$ cat config.mk
export PLATFORM = sky130hd
export DESIGN_NAME = csel_ctrl
export DESIGN_NICKNAME = d
export VERILOG_FILES = /design/src/rtl/csel_pkg.sv /design/src/rtl/csel_regs.sv /design/src/rtl/csel_decode.sv /design/src/rtl/csel_seq.sv /design/src/rtl/csel_ctrl.sv
export SDC_FILE = /design/constraint.sdc
export NUM_CORES = 1
export LEC_CHECK = 0
export BUFFER_PORTS_ARGS = -buffer_cell sky130_fd_sc_hd__buf_2
export CAP_MARGIN = 20
export CORE_MARGIN = 4
export CORE_UTILIZATION = 50
export DETAILED_ROUTE_END_ITERATION = 8
export MAX_ROUTING_LAYER = met4
export PLACE_DENSITY_LB_ADDON = 0.05
export SYNTH_ARGS = -nofsm -noshare
export SYNTH_HDL_FRONTEND = slang
export SYNTH_HIERARCHICAL = 1
export SYNTH_SLANG_ARGS = --single-unit
$ cat constraint.sdc
create_clock -name clk -period 2.2 [get_ports clk]
set_input_delay 0.11 -clock clk [delete_from_list [all_inputs] [get_ports clk]]
set_output_delay 0.11 -clock clk [all_outputs]
set_load 0.005 [all_outputs]
$ cat src/rtl/csel_pkg.sv
package csel_pkg;

    localparam int NUM_CS  = 3;
    localparam int ADDR_W  = 32;
    localparam int BLK_LSB = 16;
    localparam int TAG_W   = ADDR_W - BLK_LSB;
    localparam int WAIT_W  = 4;
    localparam int CFG_W   = 16;
    localparam int IDX_W   = $clog2(NUM_CS);
    localparam int RDY_CS  = 2;

    typedef enum logic [1:0] {
        FLD_BASE = 2'd0,
        FLD_MASK = 2'd1,
        FLD_CTRL = 2'd2
    } field_e;

    typedef struct packed {
        logic [WAIT_W-1:0] waits;
        logic              wen;
        logic              ren;
        logic              valid;
    } ctrl_t;

    typedef struct packed {
        logic [TAG_W-1:0] base;
        logic [TAG_W-1:0] mask;
        ctrl_t            ctrl;
    } cs_cfg_t;

    typedef struct packed {
        logic              hit;
        logic [IDX_W-1:0]  idx;
        logic [WAIT_W-1:0] waits;
    } pick_t;

    typedef enum logic [1:0] {
        PH_IDLE = 2'd0,
        PH_WAIT = 2'd1,
        PH_ACK  = 2'd2
    } phase_e;

    function automatic ctrl_t word_to_ctrl(logic [7:0] w);
        ctrl_t c;
        c.valid = w[0];
        c.ren   = w[1];
        c.wen   = w[2];
        c.waits = w[7:4];
        return c;
    endfunction

    function automatic cs_cfg_t reset_cfg(int unsigned i);
        cs_cfg_t c;
        c = '0;
        if (i == 0) begin
            c.mask       = '1;
            c.ctrl.valid = 1'b1;
            c.ctrl.ren   = 1'b1;
            c.ctrl.wen   = 1'b1;
            c.ctrl.waits = '1;
        end
        return c;
    endfunction

endpackage

$ cat src/rtl/csel_regs.sv
module csel_regs
    import csel_pkg::*;
#(
    parameter int NUM = NUM_CS
) (
    input  logic                 clk,
    input  logic                 rst,
    input  logic                 we_i,
    input  logic [1:0]           cs_i,
    input  logic [1:0]           field_i,
    input  logic [CFG_W-1:0]     wdata_i,
    output cs_cfg_t [NUM-1:0]    cfg_o
);

    for (genvar g = 0; g < NUM; g++) begin : g_win
        always_ff @(posedge clk) begin
            if (rst) begin
                cfg_o[g] <= reset_cfg(g);
            end else if (we_i && (cs_i == 2'(g))) begin
                case (field_e'(field_i))
                    FLD_BASE: cfg_o[g].base <= wdata_i[TAG_W-1:0];
                    FLD_MASK: cfg_o[g].mask <= wdata_i[TAG_W-1:0];
                    FLD_CTRL: cfg_o[g].ctrl <= word_to_ctrl(wdata_i[7:0]);
                    default:  ;
                endcase
            end
        end
    end

endmodule

$ cat src/rtl/csel_decode.sv
module csel_decode
    import csel_pkg::*;
#(
    parameter int NUM = NUM_CS
) (
    input  cs_cfg_t [NUM-1:0]   cfg_i,
    input  logic [TAG_W-1:0]    tag_i,
    input  logic                write_i,
    output pick_t               pick_o
);

    logic [NUM-1:0] hit;

    for (genvar g = 0; g < NUM; g++) begin : g_cmp
        logic tag_ok;
        logic dir_ok;
        assign tag_ok = (((tag_i ^ cfg_i[g].base) & ~cfg_i[g].mask) == '0);
        assign dir_ok = write_i ? cfg_i[g].ctrl.wen : cfg_i[g].ctrl.ren;
        assign hit[g] = cfg_i[g].ctrl.valid && tag_ok && dir_ok;
    end

    // Scan from the top so the lowest index is written last and wins.
    always_comb begin
        pick_o = '0;
        for (int i = NUM - 1; i >= 0; i--) begin
            if (hit[i]) begin
                pick_o.hit   = 1'b1;
                pick_o.idx   = IDX_W'(i);
                pick_o.waits = cfg_i[i].ctrl.waits;
            end
        end
    end

endmodule

$ cat src/rtl/csel_seq.sv
module csel_seq
    import csel_pkg::*;
#(
    parameter int RDY_IDX = RDY_CS
) (
    input  logic             clk,
    input  logic             rst,
    input  logic             req_i,
    input  logic             write_i,
    input  pick_t            pick_i,
    input  logic             ready_i,
    output phase_e           phase_o,
    output logic [IDX_W-1:0] idx_o,
    output logic             write_o
);

    logic [WAIT_W-1:0] cnt;
    logic              needs_ready;

    assign needs_ready = (idx_o == IDX_W'(RDY_IDX));

    always_ff @(posedge clk) begin
        if (rst) begin
            phase_o <= PH_IDLE;
            idx_o   <= '0;
            write_o <= 1'b0;
            cnt     <= '0;
        end else begin
            case (phase_o)
                PH_IDLE: begin
                    if (req_i && pick_i.hit) begin
                        phase_o <= PH_WAIT;
                        idx_o   <= pick_i.idx;
                        write_o <= write_i;
                        cnt     <= pick_i.waits;
                    end
                end
                PH_WAIT: begin
                    if (cnt != '0) begin
                        cnt <= cnt - 1'b1;
                    end else if (!needs_ready || ready_i) begin
                        phase_o <= PH_ACK;
                    end
                end
                PH_ACK:  phase_o <= PH_IDLE;
                default: phase_o <= PH_IDLE;
            endcase
        end
    end

endmodule

$ cat src/rtl/csel_ctrl.sv
module csel_ctrl
    import csel_pkg::*;
(
    input  logic                      clk,
    input  logic                      rst,
    input  logic                      boot_strap_i,
    input  logic                      reg_we_i,
    input  logic [1:0]                reg_cs_i,
    input  logic [1:0]                reg_field_i,
    input  logic [CFG_W-1:0]          reg_wdata_i,
    input  logic                      req_i,
    input  logic [ADDR_W-1:BLK_LSB]   addr_hi_i,
    input  logic                      wr_i,
    input  logic                      ready_i,
    output logic [1:0]                cs_n_o,
    output logic                      rom_sel_n_o,
    output logic                      rd_strb_n_o,
    output logic                      wr_strb_n_o,
    output logic                      oe_n_o,
    output logic [1:0]                be_n_o,
    output logic                      ack_o
);

    cs_cfg_t [NUM_CS-1:0] cfg;
    pick_t                pick;
    phase_e               phase;
    logic [IDX_W-1:0]     cur_idx;
    logic                 cur_wr;
    logic                 strap_q;
    logic                 live;
    logic [NUM_CS-1:0]    sel;

    csel_regs #(.NUM(NUM_CS)) i_regs (
        .clk     (clk),
        .rst     (rst),
        .we_i    (reg_we_i),
        .cs_i    (reg_cs_i),
        .field_i (reg_field_i),
        .wdata_i (reg_wdata_i),
        .cfg_o   (cfg)
    );

    csel_decode #(.NUM(NUM_CS)) i_decode (
        .cfg_i   (cfg),
        .tag_i   (addr_hi_i),
        .write_i (wr_i),
        .pick_o  (pick)
    );

    csel_seq #(.RDY_IDX(RDY_CS)) i_seq (
        .clk     (clk),
        .rst     (rst),
        .req_i   (req_i),
        .write_i (wr_i),
        .pick_i  (pick),
        .ready_i (ready_i),
        .phase_o (phase),
        .idx_o   (cur_idx),
        .write_o (cur_wr)
    );

    // The strap is only looked at while reset is held.
    always_ff @(posedge clk) begin
        if (rst) begin
            strap_q <= boot_strap_i;
        end
    end

    assign live = (phase != PH_IDLE);

    for (genvar g = 0; g < NUM_CS; g++) begin : g_sel
        assign sel[g] = live && (cur_idx == IDX_W'(g));
    end

    assign cs_n_o[0]   = !(sel[0] && strap_q);
    assign rom_sel_n_o = !(sel[0] && !strap_q);
    assign cs_n_o[1]   = !sel[1];
    assign rd_strb_n_o = !(sel[RDY_CS] && !cur_wr);
    assign wr_strb_n_o = !(sel[RDY_CS] && cur_wr);
    assign oe_n_o      = !((sel[0] || sel[1]) && !cur_wr);
    assign be_n_o[0]   = !(sel[0] || sel[1]);
    assign be_n_o[1]   = !sel[RDY_CS];
    assign ack_o       = (phase == PH_ACK);

endmodule

* Word-level counts from Yosys, hierarchy flattened
Cells that the tools add are included.
** Storage, ports and cells
- Flip-flop bits (word level) :: 127
- Input bits :: 43
- Output and inout bits :: 9
- Logic and storage cells :: 111
** Cells by class
- Add/sub/neg operators :: 1
- Equal/unequal tests :: 12
- Muxes and demuxes :: 13
- Bitwise operators :: 9
- Reductions and logical operators :: 53
** Operator list (count)
- bitwise AND 16 bit :: 3
- logical NOT 16 bit :: 3
- inverter 16 bit :: 3
- XOR 16 bit :: 3
- two-way mux 7 bit :: 3
- AND reduction 2 bit :: 10
- logical AND 1 bit :: 18
- logical NOT 1 bit :: 11
- equality test 2 x 1 -> 1 bit, second input constant :: 4
- equality test 2 bit, second input constant :: 4
- logical NOT 2 bit :: 4
- two-way mux 4 bit :: 2
- one-hot mux 4 bit (2 select lines) :: 1
- two-way mux 2 bit :: 3
- inequality test 2 x 1 -> 1 bit, second input constant :: 3
- AND reduction 3 bit :: 2
- one-hot mux 2 bit (2 select lines) :: 1
- nonzero test 2 bit :: 2
- nonzero test 4 bit :: 1
- subtractor 4 x 1 -> 4 bit, second input constant :: 1
- two-way mux 1 bit :: 3
- logical OR 1 bit :: 2
- inequality test 2 bit, second input constant :: 1

* Depth between registers and ports, before layout
- Word-level depth :: 11
- Mapped depth :: 11

* By module
The synthesis kept the hierarchy.
** Modules (own cells, without submodules)
- csel_regs :: instances 1, cells an instance 423, area each 4576.9 µm², seq. area each 2342.2 µm²
- csel_decode :: instances 1, cells an instance 117, area each 890.9 µm², seq. area each 0.0 µm²
- csel_seq :: instances 1, cells an instance 52, area each 473.0 µm², seq. area each 180.2 µm²
- csel_ctrl :: instances 1, cells an instance 13, area each 112.6 µm², seq. area each 30.0 µm²

* Least setup slack after synthesis
Ideal clock, no wire load.
- Path type :: register -> register
- Start point :: register i_regs/cfg_o[68] (netlist name)
- End point :: register i_seq.cnt[2]
- Setup time :: 0.116 ns
- Data arrival time :: 1.835 ns
- Setup slack :: 0.249 ns
- Cell stages (with the launch flop) :: 11
- Path buffers :: 1
- Path through :: dfxtp_1 xnor2_1 o22ai_1 nor3_4 nand4_4 o211ai_1 and4bb_1 buf_4 o21bai_4 o21ai_0 a31o_1
** RTL lines
- from (decl) :: line csel_regs.sv:12 : output cs_cfg_t [NUM-1:0] cfg_o
- from (signal, indexed assignment) :: line csel_regs.sv:18 : cfg_o[g] <= reset_cfg(g);
- to (signal assigned) :: line csel_seq.sv:35 : cnt <= pick_i.waits;
- to (signal assigned) :: line csel_seq.sv:40 : cnt <= cnt - 1'b1;
- to (decl) :: line csel_seq.sv:17 : logic [WAIT_W-1:0] cnt;

==> results.txt <==
----------------------------------------------------
[Yosys]
  Post-synth cell types ... 51
  Warnings from Yosys ... 6
  Cell accounting for the most synthesized area ... sky130_fd_sc_hd__dfxtp_1
  Mean area per synthesized cell ... 10.01 sq um
  Area of the mapped netlist ... 6053 sq um
  Cells after Synth ... 605
  Post-Syn Nets ... 649
  Fraction of post-synthesis cell area in the top cell type by area ... 0.4167
  Largest cells by area after synthesis ... sky130_fd_sc_hd__dfxtp_1, sky130_fd_sc_hd__mux2i_1, sky130_fd_sc_hd__nand2b_1, sky130_fd_sc_hd__xnor2_1, sky130_fd_sc_hd__nor2_1
  Sequential area share after synthesis ... 0.4217
  Total of flip-flops plus latches after synthesis ... 127

[Routing]
  DRC ... 0
  Number of nets with antenna violations after routing ... 0
  Post-DR vias/cell ... 5.299
  Iter 0 DRT Violations ... 202
  Detailed Routing Iterations Pass 1 ... 4
  Via count ... 4,409
  Total Wirelength ... 14.55 mm
  WL per Instance ... 17.49 um

[Clock network]
  Maximum buffer depth of the clock tree ... 2
  Number of buffers added by the clock tree synthesis step ... 17
  Root Buffer Master ... sky130_fd_sc_hd__clkbuf_16
  H-tree levels ... 4
  Clock latency on the worst-skew pair ... 420 ps
  Clock-pin slew on the worst setup and hold paths ... 60 ps
  Sink Count ... 127
  TritonCTS clock tree ... done

[Global routing]
  Global Route met3 Usage ... 0.05334
  Maximum number of pins on one net before global-route repair ... 49
  Overall track demand over capacity in global routing ... 0.2204
  Wire length of the first global-routing pass ... 23.39 mm
  Total congestion overflow after global routing ... 0
  Met1 routing resource usage after global routing ... 0.2705
  Number of global-route vias before repair ... 4,560
  Layer with the highest usage after global routing ... met2
  Met2 Use GR ... 0.3482
  Initial antenna violation count ... 0

[Critical path]
  Worst setup EP type ... flop
  Required time of the critical path ... 2510 ps
  Worst reg2reg path endpoint ... i_seq/cnt[2]
  Startpoint kind of the worst setup timing path ... flop
  Worst endpoint data arrival time ... 2400 ps
  Register-to-register setup slack ... 110 ps
  CP cell instances ... xnor2_1 -> o22ai_1 -> nor2_1 -> nand4_4 -> o211ai_1 -> and4bb_1 -> o21bai_4 -> o21ai_0 -> a31o_1
  Max stage delay cell, worst path ... sky130_fd_sc_hd__dfxtp_1
  Type of the worst setup path ... flop to flop
  CP max FO ... 7
  Reg2Reg Launch Point ... i_regs/cfg_o[65]
  Register-to-Register Path Depth ... 9
  Max stage delay on crit path ... 320 ps

[Finish]
  Number of diodes ... 0
  Total of fill cells in the finished design ... 992
  Area growth from synthesis to layout ... 21.10%
  Footprint of the flip-flops and latches ... 2557 sq um
  Share of final-layout standard cells stronger than drive strength 1 ... 0.1843
  Area occupied by multi-input gates ... 3372 sq um
  Fin nets ... 720

[Power]
  LEAKAGE ... 3.146 nW
  Maximum VDD drop ... 620.7 uV
  Design Power ... 6.003 mW
  Power Density ... 818.9 nW/um^2

[STA]
  Final setup TNS ... 0 ps
  Fin Hold WS ... 12.25 ps
  Maximum achievable frequency ... 479.3 MHz
  Final hold vios ... 0
  # setup viols final ... 0
  Tcrit/Tclk final ... 0.9484
  Headroom to the max-slew limit ... 0.5477
  Final count of pins violating max slew ... 0
  Transition time at the pin with the least slew margin ... 676.0 ps
  RSZ-0062 raised after global routing ... false
  Layout Skew ... 4.050 ps
  Tmin final ... 2087 ps

[Floorplan]
  Top Ports ... 52
  Die X ... 118.0 um
  Die area ... 13,930 sq um
  Number of rows created at floorplan ... 39
  Die outline height ... 118.0 um
  Placeable Area ... 11,610 sq um
  Initial standard-cell utilization of the core ... 0.5212

[Place]
  HPWL after detailed placement ... 10.11 mm
  Port Buffer Count ... 51
  GPL Wtd Cong ... 0.8909

[Run]
  Max capacitance violation total ... 0

[Worst hold path]
  Worst hold start ... ready_i
  Hold path endpoint ... i_seq/phase_o[0]
  Worst Hold Path Cells ... 4
  Min-Delay Path Class ... input pin to flop

[Status]
  Result of the run ... completed

----------------------------------------------------
## how the worst max path moves through the flow
stage | slack, ps | cells after the start | to | start
after floorplan | 250 | 10 | i_seq/cnt[2] | i_regs/cfg_o[68]
after global placement | 100 | 9 | i_seq/cnt[2] | i_regs/cfg_o[106]
after detailed placement | 70 | 10 | i_seq/cnt[2] | wr_i
after CTS | 40 | 9 | i_seq/cnt[2] | i_regs/cfg_o[104]
after global routing | 1 | 9 | i_seq/cnt[0] | i_regs/cfg_o[110]
final | 110 | 9 | i_seq/cnt[2] | i_regs/cfg_o[65]
## through the flow
step                instance area, sq um  worst slack (ps)  utilization  cells
floorplan                           6053             249.1            -    605
global placement                    6462             103.2       0.5565    782
detailed placement                  6462             68.15       0.5565    782
CTS                                 7269             43.54       0.6259    831
global route                        7331             1.217       0.6312    832
finish                              7331             113.5       0.6312    832
## synth_stat cells (all sizes together)
master and n:
and2b 1, inv 5, a21oi 5, o2111ai 1, buf 12, or2b 1, mux2i 120, o22ai 20
o21bai 1, nand2b 111, nor2 57, ha 1, and3b 2, and2 3, nor4 1, o21ai 9
nand3b 3, nand2 17, o22a 5, and4bb 2, nor3b 8, nand4 2, dfxtp 126, a31o 1
or3b 1, mux2 3, o211ai 4, xnor2 48, nand3 1, a221oi 1, nor2b 5, or3 1
edfxtp 1, nor3 5, o21ba 2, nor4bb 1, a211oi 1, clkbuf 17
## timing repair
item	in CTS	in global routing
hold buffers	17	0
resized for setup	0	13
hold endpoints to repair	20	0
buffers inserted	0	1
endpoints found under the setup margin	0	5
## layer usage
metal  vias to the layer above  wire length, um
met5                         -                0
met4                         0              297
met1                      2104             6675
met3                        23              756
li1                       2205                -
met2                        77             6824
## flip-flops by register name, summed over array words and instances (netlist names)
name,count
i_seq/idx_o,2
strap_q,1
i_seq/write_o,1
i_regs/cfg_o,117
i_seq/cnt,4
i_seq/phase_o,2
## cells by family (layout without fill, tap and decap cells)
logic type,Yosys count,in the layout,share of synthesized area
fa+ha+maj,1,1,0.002067
flops,127,127,0.4217
mux,123,123,0.2046
compound gates,50,50,0.06139
simple gates,222,222,0.2121
buf+inv,34,118,0.02873
xor+xnor,48,48,0.06945
## final cells by class
type                       count  share of cell area
multi-input combinational    444              0.4600
tap                          143             0.02441
clock inverter                 9             0.01758
timing repair buffer          81             0.07732
inverter                       5            0.002560
sequential                   127              0.3489
clock buffer                  23             0.06930
## worst max-delay path: cells and delay by family, from the launching register on
family	cells	cell delay, ps
xor gates and xnor gates	1	240
and+or+nand+nor	3	670
AOI/OAI and AO/OA	5	760
DFF	1	320
## power breakdown
part | internal, mW | switching [mW] | leakage [nW]
clock | 1.96 | 1.01 | 0.311
combinational | 0.303 | 0.327 | 1.80
sequential | 2.36 | 0.0451 | 1.03
total | 4.62 | 1.38 | 3.15
## layout by cell type, fill, tap and decap left out, types with 2 or more instances in the layout
cell type / Yosys / layout
sky130_fd_sc_hd__and2_1: 3 / 3
sky130_fd_sc_hd__buf_12: 0 / 3
sky130_fd_sc_hd__o22a_1: 5 / 5
sky130_fd_sc_hd__buf_4: 5 / 10
sky130_fd_sc_hd__buf_2: 4 / 50
sky130_fd_sc_hd__nor3_1: 3 / 3
sky130_fd_sc_hd__o21ai_0: 8 / 7
sky130_fd_sc_hd__dfxtp_1: 126 / 122
sky130_fd_sc_hd__nand3b_1: 3 / 3
sky130_fd_sc_hd__bufinv_16: 0 / 3
sky130_fd_sc_hd__mux2i_1: 120 / 120
sky130_fd_sc_hd__xnor2_1: 48 / 44
sky130_fd_sc_hd__nand2b_1: 111 / 111
sky130_fd_sc_hd__inv_1: 4 / 4
sky130_fd_sc_hd__clkbuf_8: 0 / 6
sky130_fd_sc_hd__nor2_1: 57 / 56
sky130_fd_sc_hd__xnor2_2: 0 / 4
sky130_fd_sc_hd__a21oi_1: 5 / 5
sky130_fd_sc_hd__mux2_2: 2 / 2
sky130_fd_sc_hd__dfxtp_2: 0 / 4
sky130_fd_sc_hd__clkinvlp_4: 0 / 2
sky130_fd_sc_hd__clkbuf_16: 0 / 17
sky130_fd_sc_hd__and3b_1: 2 / 2
sky130_fd_sc_hd__dlygate4sd3_1: 0 / 17
sky130_fd_sc_hd__o22ai_1: 20 / 19
sky130_fd_sc_hd__nor2b_1: 5 / 5
sky130_fd_sc_hd__nand2_2: 4 / 4
sky130_fd_sc_hd__nand2_1: 13 / 13
sky130_fd_sc_hd__nor3b_1: 7 / 7
sky130_fd_sc_hd__o211ai_1: 3 / 3
sky130_fd_sc_hd__clkinv_2: 0 / 3
(Power assumes the default switching activity.)
